[config.mk]
export PLATFORM = sky130hd
export DESIGN_NAME = mdio_master
export DESIGN_NICKNAME = d
export VERILOG_FILES = /design/src/rtl/mdio_pkg.sv /design/src/rtl/mdio_clkgen.sv /design/src/rtl/mdio_shifter.sv /design/src/rtl/mdio_regs.sv /design/src/rtl/mdio_master.sv
export SDC_FILE = /design/constraint.sdc
export NUM_CORES = 1
export LEC_CHECK = 0
export ABC_CLOCK_PERIOD_IN_PS = 8650
export BUFFER_PORTS_ARGS = -buffer_cell sky130_fd_sc_hd__clkbuf_2
export CORE_MARGIN = 10
export CORE_UTILIZATION = 45
export CTS_CLUSTER_SIZE = 14
export DETAILED_ROUTE_END_ITERATION = 16
export GPL_TIMING_DRIVEN = 0
export HOLD_SLACK_MARGIN = 0.08
export SETUP_SLACK_MARGIN = 0.4
export SYNTH_ARGS = -nofsm -noshare
export SYNTH_HDL_FRONTEND = slang
export SYNTH_HIERARCHICAL = 1
export SYNTH_SLANG_ARGS = --single-unit
[constraint.sdc]
create_clock -name clk -period 8.65 [get_ports clk]
set_input_delay 0.865 -clock clk [delete_from_list [all_inputs] [get_ports clk]]
set_output_delay 0.865 -clock clk [all_outputs]
set_load 0.02 [all_outputs]
[src/rtl/mdio_pkg.sv]
package mdio_pkg;

    localparam int FRAME_BITS = 64;
    localparam int IDX_W      = 6;

    localparam logic [IDX_W-1:0] IDX_TA_FIRST = 6'd46;
    localparam logic [IDX_W-1:0] IDX_TA_CHECK = 6'd47;
    localparam logic [IDX_W-1:0] IDX_DATA0    = 6'd48;
    localparam logic [IDX_W-1:0] IDX_LAST     = 6'd63;

    localparam logic [1:0] RA_CFG  = 2'd0;
    localparam logic [1:0] RA_CTRL = 2'd1;
    localparam logic [1:0] RA_ADDR = 2'd2;
    localparam logic [1:0] RA_DATA = 2'd3;

    localparam int CFG_C45     = 0;
    localparam int CFG_NEG     = 1;
    localparam int CFG_BUSY    = 2;
    localparam int CFG_RDERR   = 3;
    localparam int CFG_DIV_LSB = 16;
    localparam int CTRL_PORT   = 8;
    localparam int CTRL_RD     = 15;

    typedef enum logic [1:0] {
        KIND_ADDR  = 2'd0,
        KIND_WRITE = 2'd1,
        KIND_READ  = 2'd2
    } kind_e;

    typedef struct packed {
        logic        c45;
        kind_e       kind;
        logic [4:0]  port;
        logic [4:0]  dev;
        logic [15:0] payload;
    } req_t;

    // start code followed by opcode
    function automatic logic [3:0] lead_code(req_t r);
        if (r.c45) begin
            case (r.kind)
                KIND_ADDR:  return 4'b0000;
                KIND_WRITE: return 4'b0001;
                default:    return 4'b0011;
            endcase
        end
        if (r.kind == KIND_READ) return 4'b0110;
        return 4'b0101;
    endfunction

    function automatic logic [FRAME_BITS-1:0] frame_of(req_t r);
        logic [15:0] tail;
        tail = (r.kind == KIND_READ) ? 16'hFFFF : r.payload;
        return {32'hFFFF_FFFF, lead_code(r), r.port, r.dev, 2'b10, tail};
    endfunction

endpackage

[src/rtl/mdio_clkgen.sv]
module mdio_clkgen #(
    parameter int DIV_W = 16
) (
    input  logic             clk,
    input  logic             rst,
    input  logic             run,
    input  logic [DIV_W-1:0] div,
    output logic             mdc,
    output logic             rise,
    output logic             fall
);
    logic [DIV_W-1:0] cnt;
    logic             tick;

    assign tick = run && (div != '0) && (cnt >= div - 1'b1);
    assign rise = tick && !mdc;
    assign fall = tick && mdc;

    always_ff @(posedge clk) begin
        if (rst) begin
            cnt <= '0;
            mdc <= 1'b0;
        end else if (!run) begin
            cnt <= '0;
            mdc <= 1'b0;
        end else if (tick) begin
            cnt <= '0;
            mdc <= ~mdc;
        end else if (div != '0) begin
            cnt <= cnt + 1'b1;
        end
    end
endmodule

[src/rtl/mdio_shifter.sv]
module mdio_shifter
    import mdio_pkg::*;
(
    input  logic                  clk,
    input  logic                  rst,
    input  logic                  start,
    input  logic                  start_rd,
    input  logic [FRAME_BITS-1:0] frame,
    input  logic                  rise,
    input  logic                  fall,
    input  logic                  mdio_i,
    output logic                  busy,
    output logic                  rd_frame,
    output logic [IDX_W-1:0]      bitcnt,
    output logic                  sdo,
    output logic                  sdo_en,
    output logic                  rd_err,
    output logic [15:0]           rd_data,
    output logic                  rd_done
);
    logic [FRAME_BITS-1:0] sh;

    assign sdo     = sh[FRAME_BITS-1];
    assign sdo_en  = busy && !(rd_frame && (bitcnt >= IDX_TA_FIRST));
    assign rd_done = busy && fall && rd_frame && (bitcnt == IDX_LAST);

    always_ff @(posedge clk) begin
        if (rst) begin
            sh       <= '0;
            bitcnt   <= '0;
            busy     <= 1'b0;
            rd_frame <= 1'b0;
            rd_err   <= 1'b0;
            rd_data  <= '0;
        end else if (start && !busy) begin
            sh       <= frame;
            bitcnt   <= '0;
            busy     <= 1'b1;
            rd_frame <= start_rd;
            if (start_rd) rd_err <= 1'b0;
        end else if (busy) begin
            if (rise && rd_frame) begin
                if (bitcnt == IDX_TA_CHECK) rd_err <= mdio_i;
                if (bitcnt >= IDX_DATA0)    rd_data <= {rd_data[14:0], mdio_i};
            end
            if (fall) begin
                if (bitcnt == IDX_LAST) begin
                    busy <= 1'b0;
                end else begin
                    bitcnt <= bitcnt + 1'b1;
                    sh     <= {sh[FRAME_BITS-2:0], 1'b1};
                end
            end
        end
    end
endmodule

[src/rtl/mdio_regs.sv]
module mdio_regs
    import mdio_pkg::*;
#(
    parameter int DIV_W = 16
) (
    input  logic                  clk,
    input  logic                  rst,
    input  logic                  bus_wr,
    input  logic [1:0]            bus_addr,
    input  logic [31:0]           bus_wdata,
    output logic [31:0]           bus_rdata,
    input  logic                  busy,
    input  logic                  rd_err,
    input  logic                  rd_done,
    input  logic [15:0]           rd_data,
    output logic                  c45,
    output logic                  neg,
    output logic [DIV_W-1:0]      div,
    output logic                  start,
    output logic                  start_rd,
    output logic [FRAME_BITS-1:0] frame
);
    logic [4:0]  port_q, dev_q;
    logic [15:0] addr_q, data_q;
    req_t        req;
    logic        wr_ok;

    assign wr_ok = bus_wr && !busy;

    always_comb begin
        req = '{c45: c45, kind: KIND_WRITE, port: port_q, dev: dev_q,
                payload: bus_wdata[15:0]};
        start = 1'b0;
        if (wr_ok) begin
            case (bus_addr)
                RA_CTRL: if (bus_wdata[CTRL_RD]) begin
                    start    = 1'b1;
                    req.kind = KIND_READ;
                    req.port = bus_wdata[CTRL_PORT +: 5];
                    req.dev  = bus_wdata[4:0];
                end
                RA_ADDR: if (c45) begin
                    start    = 1'b1;
                    req.kind = KIND_ADDR;
                end
                RA_DATA: start = 1'b1;
                default: ;
            endcase
        end
        start_rd = start && (req.kind == KIND_READ);
        frame    = frame_of(req);
    end

    always_ff @(posedge clk) begin
        if (rst) begin
            c45    <= 1'b0;
            neg    <= 1'b0;
            div    <= '0;
            port_q <= '0;
            dev_q  <= '0;
            addr_q <= '0;
            data_q <= '0;
        end else begin
            if (bus_wr && bus_addr == RA_CFG) begin
                c45 <= bus_wdata[CFG_C45];
                neg <= bus_wdata[CFG_NEG];
                div <= bus_wdata[CFG_DIV_LSB +: DIV_W];
            end
            if (wr_ok && bus_addr == RA_CTRL) begin
                port_q <= bus_wdata[CTRL_PORT +: 5];
                dev_q  <= bus_wdata[4:0];
            end
            if (wr_ok && bus_addr == RA_ADDR) addr_q <= bus_wdata[15:0];
            if (wr_ok && bus_addr == RA_DATA) data_q <= bus_wdata[15:0];
            if (rd_done)                      data_q <= rd_data;
        end
    end

    always_comb begin
        bus_rdata = '0;
        case (bus_addr)
            RA_CFG: begin
                bus_rdata[CFG_DIV_LSB +: DIV_W] = div;
                bus_rdata[CFG_RDERR] = rd_err;
                bus_rdata[CFG_BUSY]  = busy;
                bus_rdata[CFG_NEG]   = neg;
                bus_rdata[CFG_C45]   = c45;
            end
            RA_CTRL: begin
                bus_rdata[CTRL_PORT +: 5] = port_q;
                bus_rdata[4:0]            = dev_q;
            end
            RA_ADDR: bus_rdata[15:0] = addr_q;
            default: bus_rdata[15:0] = data_q;
        endcase
    end
endmodule

[src/rtl/mdio_master.sv]
module mdio_master
    import mdio_pkg::*;
#(
    parameter int DIV_W = 16
) (
    input  logic        clk,
    input  logic        rst,
    input  logic        bus_wr,
    input  logic [1:0]  bus_addr,
    input  logic [31:0] bus_wdata,
    output logic [31:0] bus_rdata,
    output logic        mdc,
    input  logic        mdio_i,
    output logic        mdio_o,
    output logic        mdio_oe
);
    logic                  c45, neg, start, start_rd;
    logic [DIV_W-1:0]      div;
    logic [FRAME_BITS-1:0] frame;
    logic                  busy, rd_frame, rd_err, rd_done;
    logic [IDX_W-1:0]      bitcnt;
    logic [15:0]           rd_data;
    logic                  rise, fall, sdo, sdo_en, sdo_q, sdo_en_q;

    mdio_regs #(.DIV_W(DIV_W)) u_regs (
        .clk(clk), .rst(rst), .bus_wr(bus_wr), .bus_addr(bus_addr),
        .bus_wdata(bus_wdata), .bus_rdata(bus_rdata), .busy(busy),
        .rd_err(rd_err), .rd_done(rd_done), .rd_data(rd_data), .c45(c45),
        .neg(neg), .div(div), .start(start), .start_rd(start_rd), .frame(frame)
    );

    mdio_clkgen #(.DIV_W(DIV_W)) u_clk (
        .clk(clk), .rst(rst), .run(busy), .div(div),
        .mdc(mdc), .rise(rise), .fall(fall)
    );

    mdio_shifter u_shift (
        .clk(clk), .rst(rst), .start(start), .start_rd(start_rd),
        .frame(frame), .rise(rise), .fall(fall), .mdio_i(mdio_i),
        .busy(busy), .rd_frame(rd_frame), .bitcnt(bitcnt), .sdo(sdo),
        .sdo_en(sdo_en), .rd_err(rd_err), .rd_data(rd_data), .rd_done(rd_done)
    );

    // late-launch option: hold MDIO one extra system clock after MDC falls
    always_ff @(posedge clk) begin
        if (rst) begin
            sdo_q    <= 1'b0;
            sdo_en_q <= 1'b0;
        end else begin
            sdo_q    <= sdo;
            sdo_en_q <= sdo_en;
        end
    end

    assign mdio_o  = neg ? sdo    : sdo_q;
    assign mdio_oe = neg ? sdo_en : sdo_en_q;
endmodule

======== Yosys cells after proc, flatten, opt, wreduce, memory -nomap -nowiden ========
Cells that the tools add are included.
W data, S select, Z words.
storage, ports and cells
  register bits after elaboration ......... 168
  output and inout bits ................... 35
  word-level logic and storage cells ...... 113
cells by class
  equal/unequal tests ..................... 9
  $lt $le $gt $ge ......................... 3
  muxes and demuxes ....................... 40
  add/sub/neg operators ................... 3
  bitwise operators ....................... 4
  reduce and logical (&&, ||, !) cells .... 36
operators by type and width
  kind                     count
  $mux W64                 4
  $mux W16                 4
  $mux W12                 2
  $logic_and A1 B1 Y1      17
  $mux W1                  17
  $add A16 B1 Y16 const B  1
  $ge A16 B16 Y1           1
  $mux W4                  4
  $reduce_bool A16 Y1      1
  $sub A16 B1 Y16 const B  1
  $pmux W5 S3              1
  $eq A6 B6 Y1 const B     2
  $ge A6 B6 Y1 const B     2
  $pmux W3 S2              2
  $pmux W4 S3              1
  $mux W10                 1
  $reduce_bool A2 Y1       5
  $pmux W2 S2              2
  $reduce_and A4 Y1        2
  $add A6 B1 Y6 const B    1
  $eq A2 B2 Y1 const B     3
  $pmux W1 S3              2
  $reduce_and A3 Y1        2
  $reduce_or A2 Y1         3
  other kinds (6)          14

======== Depth between registers and ports, before layout ========
Gate-level depths: netlist (run 1).
  depth in word-level cells ............... 10
  gate-level depth with buffers ........... 18
  depth with buffers taken out ............ 16

======== By module ========
Netlist (run 1), hierarchy kept.
by module, submodules not included
  module        cells an instance  area an instance (µm²)  instances
  mdio_shifter  661                5316.3                  1
  mdio_regs     442                3440.8                  1
  mdio_clkgen   176                1433.9                  1
  mdio_master   6                  75.1                    1

======== Worst setup path after synthesis (run 1) ========
Ideal clock, no wire load.
  path kind ............................... register -> register
  start point ............................. register u_regs.div[3]
  end point ............................... register u_regs.data_q[4]
  setup time .............................. 0.155 ns
  slack ................................... 4.527 ns
  required time ........................... 8.495 ns
  stages on the path, launching flop included .. 18
  period minus slack after synthesis ...... 4.123 ns
  data arrival time ....................... 3.968 ns
  cell sequence ........................... dfxtp_1 nor4_2 nand2_1 nor2_1 nand2_1 xor2_1 ha_1 and4_1 nand2_1 or4_1 nand4b_1 nand2_1 nor3_1 buf_2 and2_2 and3_1 buf_1 a221oi_1
on the way
  word-level cells in the longest chain between the ends .. 8
ends and longest elaborated chain
  element                                                        line                text
  start: declaration                                             mdio_regs.sv:18     output logic [DIV_W-1:0] div,
  start signal: assignment                                       mdio_regs.sv:67     div <= bus_wdata[CFG_DIV_LSB +: DIV_W];
  $sub A16 B1 Y16 / $reduce_bool A16 Y1 (equally long branches)  mdio_clkgen.sv:15   assign tick = run && (div != '0) && (cnt >= div - 1'b1);
  $ge A16 B16 Y1 / $logic_and A1 B1 Y1 (equally long branches)   mdio_clkgen.sv:15
  $logic_and A1 B1 Y1 *                                          mdio_clkgen.sv:15
  $logic_and A1 B1 Y1 *                                          mdio_clkgen.sv:17   assign fall = tick && mdc;
  named net fall                                                 mdio_master.sv:23   logic rise, fall, sdo, sdo_en, sdo_q, sdo_en_q;
  $logic_and A1 B1 Y1 * (3 in series)                            mdio_shifter.sv:25  assign rd_done = busy && fall && rd_frame && (bitcnt == IDX_LAST);
  named net rd_done                                              mdio_master.sv:20   logic busy, rd_frame, rd_err, rd_done;
  $mux W16 / $reduce_bool A2 Y1 (equally long branches)          -
  end signal: assignment                                         mdio_regs.sv:74     if (wr_ok && bus_addr == RA_DATA) data_q <= bus_wdata[15:0];
  end signal: assignment                                         mdio_regs.sv:75     if (rd_done) data_q <= rd_data;
  end: declaration                                               mdio_regs.sv:24     logic [15:0] addr_q, data_q;
The timed path passes the listed nets; every way through them passes the cells marked *.
A chain may end at the register's enable or synchronous reset.

======== Final worst setup path (run 1) ========
  start point ............................. register u_regs.div[2]
  end point ............................... register u_regs.data_q[4]
The elaborated chain is that of the path after synthesis.

==> results of run 1 <==
==> power groups by stage <==
stage | combinational, uW | sequential (uW) | clock, uW
3_5_place_dp | 200 | 830 | 0
2_1_floorplan | 141 | 824 | 0
5_1_grt | 225 | 815 | 847
6_report | 202 | 813 | 799
4_1_cts | 201 | 812 | 816
3_3_place_gp | 199 | 830 | 0
==> synth_stat cells (11+ instances only) <==
cell type	instances	area share
nand2_1	199	0.073
dfxtp_1	168	0.33
nand3_1	106	0.052
o21ai_0	95	0.046
a21oi_1	77	0.038
clkbuf_1	65	0.024
o211ai_1	64	0.047
a2bb2oi_1	63	0.054
and4b_1	63	0.061
buf_2	43	0.021
buf_4	43	0.031
inv_1	34	0.012
nor2_1	29	0.011
ha_1	26	0.032
and2_1	18	0.011
xnor2_1	16	0.014
or2_2	15	0.0091
mux2_2	12	0.013
xor2_1	12	0.010
nor3_1	11	0.0054
==> cell usage in the layout (no fill, tap or decap), types with 6 or more instances in the layout <==
cell type | Yosys | layout
a221oi_2 | 10 | 10
inv_8 | 0 | 6
xnor2_1 | 16 | 16
buf_4 | 43 | 43
a21oi_1 | 77 | 77
a221oi_1 | 7 | 7
a21oi_2 | 10 | 10
a2bb2oi_1 | 63 | 63
a22oi_1 | 6 | 6
or2_2 | 15 | 15
o211ai_1 | 64 | 64
and2_1 | 18 | 18
mux2i_1 | 8 | 8
mux2_2 | 12 | 12
clkbuf_2 | 1 | 72
and4b_1 | 63 | 63
nand3b_1 | 7 | 7
nand3_1 | 106 | 106
nor3_1 | 11 | 11
nor2_1 | 29 | 29
clkbuf_16 | 0 | 17
conb_1 | 2 | 35
nand4_1 | 9 | 9
o21ai_0 | 95 | 95
nand2_1 | 199 | 199
buf_2 | 43 | 43
xor2_1 | 12 | 12
dfxtp_1 | 168 | 168
inv_1 | 34 | 34
clkbuf_1 | 65 | 65
ha_1 | 26 | 26
==> cell families after synthesis <==
family                   count (synthesis)  synth area share
AND/OR/NAND/NOR                        496             0.264
AO/OA/AOI/OAI                          351             0.235
buffers and inverters                  194            0.0958
flip-flops                             168             0.328
XOR/XNOR                                28            0.0239
adder cells (fa/ha/maj)                 26            0.0317
multiplexers                            20            0.0210
other                                    2          0.000732
==> how the worst min path moves through the flow <==
stage / start / end / slack, ns / depth (start not counted)
2_1_floorplan: u_regs/addr_q[2] / u_regs/addr_q[2] / 0.44 / 2
3_3_place_gp: u_regs/addr_q[0] / u_regs/addr_q[0] / 0.44 / 2
3_5_place_dp: u_regs/addr_q[10] / u_regs/addr_q[10] / 0.45 / 2
4_1_cts: u_regs/addr_q[2] / u_regs/addr_q[2] / 0.46 / 2
5_1_grt: u_regs/addr_q[10] / u_regs/addr_q[10] / 0.47 / 2
6_report: u_regs/addr_q[8] / u_regs/addr_q[8] / 0.46 / 2
==> cell type report <==
class | instances | area, sq um
fillers | 2216 | 10900
multi-input cells | 956 | 6040
flip-flops and latches | 168 | 3360
plain buffers | 159 | 852
clock buffers | 17 | 425
well taps | 285 | 357
repair buffers | 71 | 355
clock inverters | 15 | 186
inverters | 35 | 131
==> critical path: stages, from the launching register on <==
cell and delay (ns):
dfxtp_1 0.38, nor4_2 0.52, nand2_1 0.21, nor2_1 0.22
nand2_1 0.10, xor2_1 0.15, ha_1 0.31, and4_1 0.25
nand2_1 0.07, or4_1 0.50, nand4b_1 0.19, nand2_1 0.07
nor3_1 0.58, buf_2 0.36, and2_2 0.26, and3_1 0.27
buf_1 0.55, a221oi_1 0.20
==> state kept, by name, summed over array words and instances (netlist names), 6 cells and up <==
| name | flops |
|---|---|
| u_regs/data_q | 16 |
| u_regs/addr_q | 16 |
| u_shift/bitcnt | 6 |
| u_shift/sh | 64 |
| u_clk/cnt | 16 |
| u_shift/rd_data | 16 |
| u_regs/div | 16 |
==> routing by layer <==
metal  wire, microns  GRT usage  part of all wire
met1           14700      0.282              0.47
met2           14300      0.340              0.46
met3            1590     0.0336             0.051
met4             446     0.0575             0.014
met5               0          0                 0
==> stage by stage <==
| stage | cell area (sq um) | utilization | total power [uW] | setup WS (ns) | instances |
|---|---|---|---|---|---|
| detailed placement | 11100 | 0.492 | 1030 | 3.34 | 1674 |
| global route | 11700 | 0.519 | 1890 | 2.91 | 1706 |
| floorplan | 10400 | - | 966 | 4.53 | 1318 |
| CTS | 11700 | 0.519 | 1830 | 3.30 | 1706 |
| global placement | 11100 | 0.492 | 1030 | 3.35 | 1674 |
| finish | 11700 | 0.519 | 1810 | 3.30 | 1706 |
==> metrics.cfg, run 1 <==
[timing]
timing.hold.ws_ns=0.457
slew_violations=0
finalCritPeriodShare=0.618
fin_tns_setup_ns=0
fmaxAchievable_mhz=187
relSlewSlack=0.507
finalSetupViolCount=0
hold_viol=0
worst_slew_pin_slew_ns=0.734
period_minus_slack_ns=5.35
rsz0062_at_grt=no
skew_ns=0.0157

[clocking]
clk_latency_ns=0.44
htree_levels=4
clkTransAtPathRegs_ns=0.08
cts_buffers=17
cts.hold.buffers_added=0
cts_resized=0
cts_setup_buffers=0
cts_tree=done
cts-root-buf=clkbuf_16
cts_sinks=168
cts_max_path_buffers=2

[global_route]
grt.total_usage=0.210
antenna_found_initial=0
grt_max_degree=19
grt_pass1_wl_microns=50000
overflow=0
grt_pass1_vias=9260

[placed_design]
numPortBuffers=71
detailed_place_hpwl_microns=21900
place.gp.congestion=0.874

[worst_setup_path]
rr_startpoint=u_regs/div[2]
crit_arrival_ns=5.63
crit_fanout=10
required_ns=8.93
crit_path_end_kind=flip-flop
start_kind=flip-flop
worstSetupStartpoint=u_regs/div[2]
r2r_setup_slack_ns=3.30
critical_path_class=reg -> reg
r2r-end=u_regs/data_q[4]
crit_path_end=u_regs/data_q[4]
rr_worst_depth=17

[detailed_routing]
post-route-drc-count=0
dr.pass1.iters=9
vias=9669
drtIter0Drc=826
wl_per_cell_microns=18.1
viasPerCell=5.67
drt-total-wl_microns=31000
drtAntennaViolNets=0

[final_layout]
nets=1472
diodes=0
drive_gt1_frac=0.177
area_delta_synth_final_pct=14.1

[floorplan]
die_area_sq_um=29300
start_util=0.455
design.core.area_sq_um=22600
rows=55
ioPinCount=73
die_h_microns=171
die_w_microns=171

[power_and_ir_drop]
switching_share=0.289
p_leak_uw=0.00430
ir_worst_vdd_v=0.000120
p_sw_uw=524
p_per_area_nw_per_um2=155
power_frac_seq=0.448
p_int_uw=1290
power_frac_clock=0.440
power.share.combinational=0.112

[synth]
postSynthCellCount=1285
ys_seq_elements=168
ys_types=66
syn_avg_cell_area_sq_um=7.99
ys_async_sr_fraction=0
yosysWarnings=6
seq_area_frac_synth=0.328
synth_edf_count=0
syn-cell-area_sq_um=10300
synth_flop_cell=dfxtp_1

[run_status]
status=finished, final reports clean

[worst_hold_path]
hp-class=reg -> reg

[job]
maxCapViolCount=0

Note: power is estimated with default switching activity, not from simulation.
==> inputs of run 2 (changes only) <==
--- a/config.mk
+++ b/config.mk
@@ -5,7 +5,8 @@
 export SDC_FILE = /design/constraint.sdc
 export NUM_CORES = 1
 export LEC_CHECK = 0
-export ABC_CLOCK_PERIOD_IN_PS = 8650
+export ABC_AREA = 1
+export ABC_CLOCK_PERIOD_IN_PS = 4790
 export BUFFER_PORTS_ARGS = -buffer_cell sky130_fd_sc_hd__clkbuf_2
 export CORE_MARGIN = 10
 export CORE_UTILIZATION = 45
@@ -13,6 +14,7 @@
 export DETAILED_ROUTE_END_ITERATION = 16
 export GPL_TIMING_DRIVEN = 0
 export HOLD_SLACK_MARGIN = 0.08
+export PLACE_DENSITY = 0.65
 export SETUP_SLACK_MARGIN = 0.4
 export SYNTH_ARGS = -nofsm -noshare
 export SYNTH_HDL_FRONTEND = slang
==> constraint.sdc (replaced) <==
create_clock -name clk -period 4.79 [get_ports clk]
set_input_delay 0.479 -clock clk [delete_from_list [all_inputs] [get_ports clk]]
set_output_delay 0.479 -clock clk [all_outputs]
set_load 0.02 [all_outputs]
==> run 2 against run 1 <==
Combinational power grew 110%. Cell count up 9.3%. Worst hold slack worse by 0.18 ns. Highest routed layer unchanged. Clock skew shrank 0.00077 ns. Clock power increased by 73%. First-iteration DRC count shrank 27%. Die area is 7.3% lower. Via count shrank 4.0%. Synthesized area shrank 8.3%. Design area fell by 7.5%.
==> metrics.cfg, run 2 <==
[synth]
synth.top_cell.area_share=0.357
postSynthCellCount=1458
ys_async_sr_fraction=0
seq_area_frac_synth=0.357
synth_flop_cell=dfxtp_1
yosysTopAreaCell=dfxtp_1
yosysMostFrequentCell=nand2_1
syn-cell-area_sq_um=9420
synthTopCellsByCount=467 x nand2_1, 168 x dfxtp_1, 160 x nor2_1
ys_types=37
yosysWarnings=6
ys_seq_elements=168
synth_edf_count=0
syn_avg_cell_area_sq_um=6.46
synth.area.top_cells=dfxtp_1 36%, nand2_1 19%, nor2_1 6.4%, a21oi_1 6.2%, nand3_1 5.6%

[worst_setup_path]
r2r-end=u_regs/data_q[0]
rr_worst_depth=19
crit_cells=19
worstSetupStartpoint=u_regs/div[6]
critical-path-slowest-cell=nor2_1
critPathTopFamily=simple AND/OR/NAND/NOR gates
required_ns=5.13
crit_arrival_ns=4.08
crit_path_end_kind=flip-flop
rr_startpoint=u_regs/div[6]
crit_top_cell=nand2_1
r2r_setup_slack_ns=1.05
cpPeakStageDelay_ns=0.43
path_buf_inv=3
crit_chain=nor2_2 > nand2_1 > nor4_1 > nand3b_1 > xor2_1 > inv_1 > ha_1 > nand2_1 > nor3_1 > nand2_1 > nand2_1 > nand3_1 > inv_1 > nand3_1 > nor2_1 > clkbuf_1 > o21ai_0 > nor2_1 > nor2_1
start_kind=flip-flop
crit_fanout=10
crit_path_end=u_regs/data_q[0]
critical_path_class=reg -> reg

[final_layout]
final_common_cell=nand2_1
diodes=0
multi_input_area_sq_um=5070
seq_area_sq_um=3360
area_delta_synth_final_pct=15.1
final_util=0.531
final_cell_mix=467 x nand2_1, 168 x dfxtp_1, 160 x nor2_1
regMostFlops=u_shift/sh
largest_register_ffs=64
drive_gt1_frac=0.133
nets=1646
fillers=2116

[timing]
relSlewSlack=0.627
fmaxAchievable_mhz=267
finalSetupViolCount=0
fin_tns_setup_ns=0
hold_viol=0
rsz0062_at_grt=no
finalCritPeriodShare=0.782
skew_ns=0.0150
slew_violations=0
worst_slew_pin_slew_ns=0.559
period_minus_slack_ns=3.74

[clocking]
cts_max_path_buffers=2
cts_buffers=17
clk_latency_ns=0.44
cts.hold.buffers_added=0
cts_tree=done
cts_setup_buffers=0
cts_resized=0
cts_sinks=168
cts-root-buf=clkbuf_16
htree_levels=4
clkTransAtPathRegs_ns=0.08

[global_route]
grt_pass1_vias=8604
antenna_found_initial=0
overflow=0
grt_max_degree=20
grt.total_usage=0.187
grt_pass1_wl_microns=41200

[detailed_routing]
viasPerCell=4.98
wl_per_cell_microns=13.5
drtIter0Drc=600
drtAntennaViolNets=0
drt-total-wl_microns=25100
vias=9282
post-route-drc-count=0
dr.pass1.iters=5

[placed_design]
detailed_place_hpwl_microns=18600
numPortBuffers=72
place.gp.congestion=0.853

[floorplan]
ioPinCount=73
die_w_microns=165
die_area_sq_um=27100
design.core.area_sq_um=20400
rows=52
start_util=0.461
die_h_microns=165

[power_and_ir_drop]
p_leak_uw=0.00500
ir_worst_vdd_v=0.000216
p_per_area_nw_per_um2=301

[worst_hold_path]
hp-class=in -> reg

[run_status]
status=finished, final reports clean

[job]
maxCapViolCount=0

-- run 2: cell count changes after synthesis, sizes merged, moves of 17 or more --
| cell | previous run | this run |
|---|---|---|
| a21oi | 87 | 118 |
| a221oi | 17 | 0 |
| a2bb2oi | 63 | 0 |
| and2 | 19 | 0 |
| and4b | 64 | 0 |
| clkbuf | 66 | 33 |
| inv | 34 | 121 |
| nand2 | 199 | 475 |
| nor2 | 29 | 171 |
| o211ai | 64 | 1 |
-- run 2: report_power, final --
part	leakage (uW)	switching, uW	internal (uW)
Clock	0.000292	674	704
Sequential	0.00136	23.6	1430
Combinational	0.00335	283	149
Total	0.00500	980	2280
-- run 2: final cells by class --
class,count,area share
multi-input combinational,1090,0.468
sequential,168,0.310
buffer,111,0.0593
inverter,122,0.0422
clock buffer,17,0.0392
timing repair buffer,72,0.0332
tap,270,0.0312
clock inverter,15,0.0163
-- run 2: kinds of logic after synthesis --
logic type,count (synthesis),share of synthesized area
compound gates,225,0.123
xor+xnor,23,0.0214
fa+ha+maj,26,0.0346
buf+inv,233,0.117
flops,168,0.357
other cells,2,0.000798
simple gates,781,0.346
-- run 2: through the flow --
stage	hold slack, ns	cell area, sq um	std cells	setup slack, ns	total power, uW
2_1_floorplan	0.417	9540	1491	1.85	1780
3_3_place_gp	0.449	10200	1833	1.24	1900
3_5_place_dp	0.464	10200	1833	1.18	1910
4_1_cts	0.264	10800	1865	1.11	3280
5_1_grt	0.276	10800	1865	0.591	3410
6_report	0.279	10800	1865	1.05	3260
-- run 2: worst reg2reg max path, delay by kind of cell (launching register included) --
family                   cells  cell delay, ns
AO/OA/AOI/OAI                1            0.20
AND/OR/NAND/NOR             13            2.08
XOR/XNOR                     1            0.19
flip-flops                   1            0.38
adder cells (fa/ha/maj)      1            0.29
buffers and inverters        3            0.50
-- run 2: per-layer routing --
metal	track usage	wire length [microns]	up-vias
met1	0.231	11400	4254
li1	-	-	4809
met3	0.0339	1030	32
met2	0.323	12200	187
met5	0	0	-
met4	0.0588	489	0
-- run 2: worst min-delay path by stage --
stage	from	end	slack (ns)	depth (start not counted)
detailed placement	u_shift/sh[0]	u_shift/sh[0]	0.46	2
global route	bus_wdata[5]	u_regs/addr_q[5]	0.28	3
CTS	bus_wdata[5]	u_regs/addr_q[5]	0.26	3
global placement	u_shift/sh[0]	u_shift/sh[0]	0.45	2
finish	bus_wdata[5]	u_regs/addr_q[5]	0.28	3
floorplan	u_shift/sh[63]	sdo_q	0.42	2
==> inputs of run 3 (changes only) <==
--- a/config.mk
+++ b/config.mk
@@ -6,7 +6,7 @@
 export NUM_CORES = 1
 export LEC_CHECK = 0
 export ABC_AREA = 1
-export ABC_CLOCK_PERIOD_IN_PS = 4790
+export ABC_CLOCK_PERIOD_IN_PS = 3600
 export BUFFER_PORTS_ARGS = -buffer_cell sky130_fd_sc_hd__clkbuf_2
 export CORE_MARGIN = 10
 export CORE_UTILIZATION = 45
@@ -14,7 +14,6 @@
 export DETAILED_ROUTE_END_ITERATION = 16
 export GPL_TIMING_DRIVEN = 0
 export HOLD_SLACK_MARGIN = 0.08
-export PLACE_DENSITY = 0.65
 export SETUP_SLACK_MARGIN = 0.4
 export SYNTH_ARGS = -nofsm -noshare
 export SYNTH_HDL_FRONTEND = slang
==> constraint.sdc (replaced) <==
create_clock -name clk -period 3.6 [get_ports clk]
set_input_delay 0.36 -clock clk [delete_from_list [all_inputs] [get_ports clk]]
set_output_delay 0.36 -clock clk [all_outputs]
set_load 0.02 [all_outputs]
==> run 3 against run 2 <==
First-iteration DRC count rose by 3.2%. Critical path depth rose by 1. Non-clock buffer count rose by 24. Setup slack got worse by 0.58 ns. Flip-flop and latch count did not move. Clock skew rose by 0.0020 ns. Fmax rose by 19%. Sequential share of layout area fell by 2.9 points. Global-route usage rose by 1.1 points. Combinational power rose by 58%. Clock-buffer cell count did not move. Largest cell class unchanged. Largest power group unchanged.
==> metrics.cfg, run 3 (synthesis gave the netlist of run 2 again) <==
[run_status]
status=finished, final reports clean

[worst_setup_path]
start_kind=flip-flop
critical-path-slowest-cell=dfxtp_4
crit_path_end_kind=flip-flop
crit_arrival_ns=3.43
critPathTopFamily=simple AND/OR/NAND/NOR gates
rr_startpoint=u_regs/div[2]
crit_fanout=7
worstSetupStartpoint=u_regs/div[2]
cpPeakStageDelay_ns=0.37
path_buf_inv=4
critical_path_class=reg -> reg
required_ns=3.90
crit_chain=nor2_4 > nand3_2 > nor2_4 > nand2_4 > buf_6 > nor4_4 > xnor2_1 > ha_1 > nand4_1 > nor3_2 > nand2_1 > nand2_2 > nand3_2 > inv_2 > nand2_2 > o21bai_4 > buf_8 > clkbuf_16 > nand3_1 > a21oi_1

[timing]
rsz0062_at_grt=yes
finalSetupViolCount=0
period_minus_slack_ns=3.14
relSlewSlack=0.541
fmaxAchievable_mhz=319
worst_slew_pin_slew_ns=0.688
slew_violations=0
finalCritPeriodShare=0.872
hold_viol=0
skew_ns=0.0169

[clocking]
cts_max_path_buffers=2
cts_tree=done
clkTransAtPathRegs_ns=0.08
clk_latency_ns=0.44
cts.hold.buffers_added=0
cts-root-buf=clkbuf_16
cts_buffers=17
cts_sinks=168
htree_levels=4

[detailed_routing]
vias=9441
met1_length_microns=12800
drt-total-wl_microns=28000
viasPerCell=5.00
drtAntennaViolNets=0
drtIter0Drc=619
wl_met2_microns=13600
wl_met3_microns=1200
dr.pass1.iters=8
post-route-drc-count=0
wl_per_cell_microns=14.8
highest_layer=met4

[placed_design]
place.gp.congestion=0.843
numPortBuffers=72
dp_cells=1833
detailed_place_hpwl_microns=19600

[final_layout]
final_common_cell=nand2_1
largest_register_ffs=64
final_util=0.587
nets=1671
diodes=0
fillers=2004
area_delta_synth_final_pct=27.5
fin_cells=1890
regMostFlops=u_shift/sh
drive_gt1_frac=0.233
final_cell_mix=437 x nand2_1, 161 x dfxtp_1, 146 x nor2_1

[power_and_ir_drop]
ir_worst_vdd_v=0.000303
p_per_area_nw_per_um2=378
p_leak_uw=0.00550
power_uw=4540

[floorplan]
die_w_microns=165
design.core.area_sq_um=20400
die_h_microns=165
ioPinCount=73
die_area_sq_um=27100
rows=52
start_util=0.461

[global_route]
antenna_found_initial=0
grt_max_degree=20
grt_pass1_wl_microns=43600
overflow=0
grt_pass1_vias=8659
grt.total_usage=0.199

[worst_hold_path]
hp-class=in -> reg
hold_start=bus_wdata[5]

[job]
maxCapViolCount=0

run 3: cell types whose count changed in the layout (fill, tap and decap cells not counted), sizes merged:
cell | before | now
bufinv | 0 | 1
buf | 78 | 102
nand2 | 475 | 476
clkinv | 10 | 6
inv | 127 | 129
clkinvlp | 0 | 1
run 3: final cells by class:
cell class | count | area, sq um | share of cell area
Buffer | 111 | 798 | 0.0665
Clock buffer | 17 | 425 | 0.0354
Clock inverter | 15 | 199 | 0.0166
Inverter | 122 | 463 | 0.0386
Multi-Input combinational cell | 1091 | 5710 | 0.476
Sequential cell | 168 | 3380 | 0.281
Tap cell | 270 | 338 | 0.0281
Timing Repair Buffer | 96 | 693 | 0.0578
run 3: per-stage QoR:
stage	area [sq um]	setup slack, ns	setup TNS [ns]	hold WS (ns)
5_1_grt	12000	0.220	0	0.165
6_report	12000	0.461	0	0.163
3_5_place_dp	10200	-0.201	-2.31	0.464
4_1_cts	11100	0.402	0	0.144
3_3_place_gp	10200	-0.195	-2.23	0.463
2_1_floorplan	9540	0.662	0	0.417
run 3: worst paths after layout:
path | end | slack, ns | cells after the start
worst max-delay path | u_shift/sh[6] | 0.46 | 20
worst min-delay path | u_regs/addr_q[5] | 0.16 | 3
worst max register to register | u_shift/sh[6] | 0.46 | 20
worst min register to register | sdo_q | 0.46 | 2
run 3: per-layer routing:
layer,vias up,track usage
met2,172,0.333
met3,20,0.0368
li1,4865,-
met1,4384,0.258
met5,-,0
met4,0,0.0475
run 3: worst reg2reg max path: stages, from the launching register on:
cell	delay, ns
dfxtp_4	0.37
nor2_4	0.11
nand3_2	0.09
nor2_4	0.13
nand2_4	0.09
buf_6	0.13
nor4_4	0.13
xnor2_1	0.12
ha_1	0.32
nand4_1	0.11
nor3_2	0.19
nand2_1	0.08
nand2_2	0.11
nand3_2	0.09
inv_2	0.08
nand2_2	0.06
o21bai_4	0.28
buf_8	0.21
clkbuf_16	0.17
nand3_1	0.07
a21oi_1	0.06
run 3: report_power, final:
group	switching, uW	internal (uW)	total (uW)	leakage, uW
logic	430	251	681	0.00383
clock network	917	1010	1930	0.000301
registers	36.8	1900	1930	0.00136
run 3: timing repair:
action | CTS | global route
setup buffers | 9 | 6
cloned | 1 | 9
resized for setup | 50 | 206
pin swaps | 11 | 54
setup endpoints to repair | 91 | 102
